### src/rtl/boot_map_pkg.sv
package boot_map_pkg;

    // Behaviour of the low window once it is enabled
    typedef enum logic [1:0] {
        LOW_COPY   = 2'b00,   // reads from ROM, writes into RAM
        LOW_RAM_RW = 2'b01,   // RAM for both directions
        LOW_RAM_RO = 2'b10,   // RAM reads, writes refused
        LOW_RAM_R2 = 2'b11    // treated as read-only
    } low_mode_e;

    // Attribute register: bit3 protect, bits2:1 mode, bit0 enable
    typedef struct packed {
        logic      wprot;
        low_mode_e mode;
        logic      low_en;
    } attr_t;

    localparam int ATTR_W = $bits(attr_t);

    typedef struct packed {
        logic rom_sel;
        logic ram_sel;
        logic ram_we;
        logic wr_blocked;
    } route_t;

endpackage

### src/rtl/boot_map_a20.sv
module boot_map_a20 #(
    parameter int ADDR_W    = 32,
    parameter int ALIAS_BIT = 20
) (
    input  logic [ADDR_W-1:0] raw_addr,
    input  logic              gate_open,
    output logic [ADDR_W-1:0] masked_addr
);
    always_comb begin
        masked_addr = raw_addr;
        if (!gate_open) begin
            masked_addr[ALIAS_BIT] = 1'b0;
        end
    end
endmodule

### src/rtl/boot_map_region.sv
module boot_map_region #(
    parameter int              ADDR_W      = 32,
    parameter int              REGION_BITS = 16,
    parameter int              ALIAS_BIT   = 20,
    parameter logic [31:0]     LOW_BASE    = 32'h000F_0000
) (
    input  logic [ADDR_W-1:0] addr,
    input  logic              gate_open,
    output logic              hit_top,
    output logic              hit_low
);
    localparam int TAG_W    = ADDR_W - REGION_BITS;
    localparam int TAG_ABIT = ALIAS_BIT - REGION_BITS;
    localparam logic [TAG_W-1:0] TOP_TAG = '1;
    localparam logic [TAG_W-1:0] LOW_TAG = LOW_BASE[ADDR_W-1:REGION_BITS];

    logic [TAG_W-1:0] tag;
    logic [TAG_W-1:0] top_tag_eff;
    logic [TAG_W-1:0] low_tag_eff;

    // Window tags follow the same bit-20 masking as the address,
    // so a closed gate makes each window alias rather than vanish.
    always_comb begin
        tag         = addr[ADDR_W-1:REGION_BITS];
        top_tag_eff = TOP_TAG;
        low_tag_eff = LOW_TAG;
        if (!gate_open) begin
            top_tag_eff[TAG_ABIT] = 1'b0;
            low_tag_eff[TAG_ABIT] = 1'b0;
        end
        hit_top = (tag == top_tag_eff);
        hit_low = (tag == low_tag_eff) && !hit_top;
    end
endmodule

### src/rtl/boot_map_route.sv
module boot_map_route
    import boot_map_pkg::*;
(
    input  logic   valid,
    input  logic   write,
    input  logic   hit_top,
    input  logic   hit_low,
    input  attr_t  attr,
    output route_t route
);
    logic shadowed;
    logic refuse;

    always_comb begin
        shadowed = attr.low_en && (attr.mode != LOW_COPY);
        refuse   = shadowed && (attr.mode[1] || attr.wprot);
        route    = '0;
        if (valid) begin
            if (hit_top) begin
                route.rom_sel = 1'b1;
            end else if (hit_low && attr.low_en) begin
                if (attr.mode == LOW_COPY) begin
                    route.rom_sel = !write;
                    route.ram_sel = write;
                    route.ram_we  = write;
                end else if (write && refuse) begin
                    route.wr_blocked = 1'b1;
                end else begin
                    route.ram_sel = 1'b1;
                    route.ram_we  = write;
                end
            end else begin
                route.ram_sel = 1'b1;
                route.ram_we  = write;
            end
        end
    end
endmodule

### src/rtl/boot_map_decoder.sv
module boot_map_decoder
    import boot_map_pkg::*;
#(
    parameter int          ADDR_W      = 32,
    parameter int          REGION_BITS = 16,
    parameter int          ALIAS_BIT   = 20,
    parameter logic [31:0] LOW_BASE    = 32'h000F_0000
) (
    input  logic              clk,
    input  logic              rst_n,
    input  logic              acc_valid,
    input  logic              acc_write,
    input  logic [ADDR_W-1:0] acc_addr,
    input  logic              a20_en,
    input  logic              cfg_we,
    input  logic [ATTR_W-1:0] cfg_wdata,
    output logic              rom_sel,
    output logic              ram_sel,
    output logic              ram_we,
    output logic              wr_blocked,
    output logic [ADDR_W-1:0] eff_addr
);
    typedef struct packed {
        attr_t             attr;
        route_t            route;
        logic [ADDR_W-1:0] eff;
    } state_t;

    state_t state_d, state_q;

    logic [ADDR_W-1:0] masked;
    logic              hit_top, hit_low;
    route_t            route_n;

    boot_map_a20 #(
        .ADDR_W   (ADDR_W),
        .ALIAS_BIT(ALIAS_BIT)
    ) u_a20 (
        .raw_addr   (acc_addr),
        .gate_open  (a20_en),
        .masked_addr(masked)
    );

    boot_map_region #(
        .ADDR_W     (ADDR_W),
        .REGION_BITS(REGION_BITS),
        .ALIAS_BIT  (ALIAS_BIT),
        .LOW_BASE   (LOW_BASE)
    ) u_region (
        .addr     (masked),
        .gate_open(a20_en),
        .hit_top  (hit_top),
        .hit_low  (hit_low)
    );

    // Decode uses the attribute value held before this edge
    boot_map_route u_route (
        .valid  (acc_valid),
        .write  (acc_write),
        .hit_top(hit_top),
        .hit_low(hit_low),
        .attr   (state_q.attr),
        .route  (route_n)
    );

    always_comb begin
        state_d       = state_q;
        state_d.route = route_n;
        if (acc_valid) begin
            state_d.eff = masked;
        end
        if (cfg_we) begin
            state_d.attr = attr_t'(cfg_wdata);
        end
    end

    always_ff @(posedge clk) begin
        if (!rst_n) begin
            state_q <= '0;
        end else begin
            state_q <= state_d;
        end
    end

    assign rom_sel    = state_q.route.rom_sel;
    assign ram_sel    = state_q.route.ram_sel;
    assign ram_we     = state_q.route.ram_we;
    assign wr_blocked = state_q.route.wr_blocked;
    assign eff_addr   = state_q.eff;

endmodule

### config.mk
export PLATFORM = sky130hd
export DESIGN_NAME = boot_map_decoder
export DESIGN_NICKNAME = d
export VERILOG_FILES = /design/src/rtl/boot_map_pkg.sv /design/src/rtl/boot_map_a20.sv /design/src/rtl/boot_map_region.sv /design/src/rtl/boot_map_route.sv /design/src/rtl/boot_map_decoder.sv
export SDC_FILE = /design/constraint.sdc
export NUM_CORES = 1
export LEC_CHECK = 0
export CORE_UTILIZATION = 46
export CTS_CLUSTER_SIZE = 40
export DETAILED_ROUTE_END_ITERATION = 8
export PLACE_DENSITY = 0.86
export SYNTH_ARGS = -nofsm -noshare
export SYNTH_HDL_FRONTEND = slang
export SYNTH_SLANG_ARGS = --single-unit
### constraint.sdc
create_clock -name clk -period 4 [get_ports clk]
set_clock_uncertainty 0.2 [all_clocks]
set_input_delay 0.4 -clock clk [delete_from_list [all_inputs] [get_ports clk]]
set_output_delay 0.4 -clock clk [all_outputs]
set_load 0.02 [all_outputs]
==> out/summary.txt <==
Area share of the largest cell type after synthesis: 0.431
Clock Latency Late Sink: 0.29 ns
Yosys warns: 0
Die width: 65.5 um
Fin crit period: 1.89 ns
DRC Markers: 0
Fin. Hold Viols: 0
Final #Nets: 265
Final setup viols: 0
Core area: 3770 sq um
Reg power frac: 0.496
Worst-margin pin slew: 1.01 ns
Share of layout cells above drive strength 1: 0.0714
VDD IR max: 0.295 mV
Global-route wire length before repair: 5.73 mm
Clk sink count: 40
Crit path capture type: flop
Worst Hold Class: reg -> reg
Clock slew at reported path FFs: 0.07 ns
CP Data Arrival Time: 1.87 ns
Io pins: 78
Psw: 214 uW
Cell family with most CP delay: simple AND/OR/NAND/NOR gates
Worst setup margin: 2.11 ns
Simple logic cell fraction of the synthesized area: 0.185
Clock Power Share: 0.310
Post-Syn Area: 1860 sq um
Synth Area in Compound Gates: 0.0425
Cell Chain, Critical Path: clkdlybuf4s50_1, or4b_4, nor3_4, nand3_1, nor2b_1
Num CTS Buffers: 5
Adder-cell share of the synthesized area: 0
Most frequent cells in the layout: 76 x clkdlybuf4s50_1, 40 x dfxtp_1, 37 x nor2b_1
Distinct cells, synth: 24
Mapped Cells: 179
WL per Instance: 13.0 um
Seq/Total Area, Yosys: 0.431
Dpl ws: 1.83 ns
Fmax: 530 MHz
Synth Area in XOR/XNOR: 0
Startpoint class of the critical path: input pin
Initial core utilization: 0.492
Relative slew slack: 0.330
Gr usage total: 0.179
Vias per cell: 4.82
Net Sw Frac: 0.247
Syn Nets: 221
Total Power: 869 uW
TritonCTS clock tree: done
CTS root buffer: clkbuf_8
PwrDens: 347 nW/um^2
Worst Path Buf+Inv: 1
Post-synth top area cell: dfxtp_1
Max-slew violation count: 0
Combinational Power Share: 0.193
N_diodes: 0
WL final: 3.54 mm
Via count: 1310
H-tree Lvls: 2
Cell Int Power: 655 uW
Register bit count reported by yosys: 40
CP Class: in -> reg
Drt first pass iters: 4
Setup TNS: 0 ns
Commonest non-fill, non-tap cell in the layout: clkdlybuf4s50_1
Unrepaired setup endpoints after global routing: false
Die ar.: 4290 sq um
Post-route design area: 2500 sq um
Largest net degree at the start of global routing: 39
Port buffer count: 77
Row Count: 22
Grt ovf: 0
Area Overhead vs Synth: 34.8%
Placed inst area: 2410 sq um
Post-CTS setup buffers: 0
Initial antenna violation count: 0
Antenna Violating Nets Remaining: 0
Largest stage delay, worst path: 0.58 ns
Fillers: 322
Synth area leaders: dfxtp_1 43%, mux2i_1 19%, buf_4 13%
Largest family of logic cells by synthesized area: multiplexers
PostCTS Resize Cnt: 0
Critical Path RT: 3.99 ns
Mean Syn Cell Area: 10.4 sq um
Die H: 65.5 um
Leakage Power: 1.01 nW
DR iter-0 viols: 42
Highest-delay cell along the critical path: or4b_4
Routability cong.: 0.709
Final period utilization: 0.472
CP max FO: 5
Core Util, Final: 0.664
Max Cap Viol: 0
Status: completed
Clock Tree Buf Depth: 2
Vias in the first global route: 1319
Mux cell area share after synthesis: 0.189
HPWL after DPL: 2.53 mm
Post-CTS Hold Buffers: 0
[sequential cells by signal, indices dropped and copies added (netlist names)]
signal,count
eff_addr,32
state_q,4
ram_sel,1
ram_we,1
rom_sel,1
wr_blocked,1
[per-layer routing]
layer / global-route usage / up-vias / share of wire
li1: - / 656 / -
met4: 0.0734 / 0 / 0.015
met5: 0 / - / 0
met2: 0.300 / 52 / 0.47
met3: 0.0781 / 5 / 0.084
met1: 0.197 / 597 / 0.44
[tightest hold or removal path, delay by kind of cell (launching register included)]
family	cells	cell delay, ns
DFF	1	0.31
and+or+nand+nor	1	0.07
AOI/OAI and AO/OA	1	0.07
[cell families (layout without fill, tap and decap cells)]
logic type	Yosys count	in the layout
DFF	40	40
buffers and inverters	42	87
and+or+nand+nor	53	53
AOI/OAI and AO/OA	9	9
muxes	35	35
[stage by stage]
| stage | cells | hold slack (ns) |
|---|---|---|
| floorplan | 179 | 0.257 |
| global placement | 264 | 0.268 |
| detailed placement | 264 | 0.288 |
| CTS | 272 | 0.300 |
| global route | 272 | 0.324 |
| finish | 272 | 0.298 |
[final timing paths]
check	depth (start not counted)	slack (ns)	startpoint	to
worst min-delay path	2	0.30	eff_addr[20]$_SDFFE_PN0P_	eff_addr[20]$_SDFFE_PN0P_
worst min register to register	2	0.30	eff_addr[20]$_SDFFE_PN0P_	eff_addr[20]$_SDFFE_PN0P_
worst max register to register	4	2.46	state_q[36]$_SDFFE_PN0P_	ram_we$_SDFF_PP0_
worst max-delay path	5	2.11	acc_addr[21]	ram_we$_SDFF_PP0_
[layout make-up]
cell class	count	area, sq um	share of cell area
Sequential cell	40	801	0.320
Clock inverter	2	10.0	0.00400
Timing Repair Buffer	78	773	0.309
Multi-Input combinational cell	97	773	0.309
Inverter	1	3.75	0.00150
Tap cell	48	60.1	0.0240
Clock buffer	6	82.6	0.0330
[power by group through the flow]
stage / clock (mW) / combinational [mW] / sequential [mW]
finish: 0.270 / 0.168 / 0.431
global route: 0.302 / 0.180 / 0.434
CTS: 0.280 / 0.170 / 0.432
detailed placement: 0 / 0.169 / 0.441
global placement: 0 / 0.167 / 0.440
floorplan: 0 / 0.104 / 0.439
[synthesized netlist by cell type (all sizes together)]
cell type	n
a2111oi	1
a21boi	1
a21o	1
a21oi	3
a31oi	1
a41o	2
buf	36
clkbuf	5
dfxtp	40
inv	1
mux2i	35
nand2	1
nand2b	1
nand3	4
nand4	4
nor2	1
nor2b	37
nor3	2
or4	2
or4b	1
No activity file was read; power rests on OpenSTA's default activity.
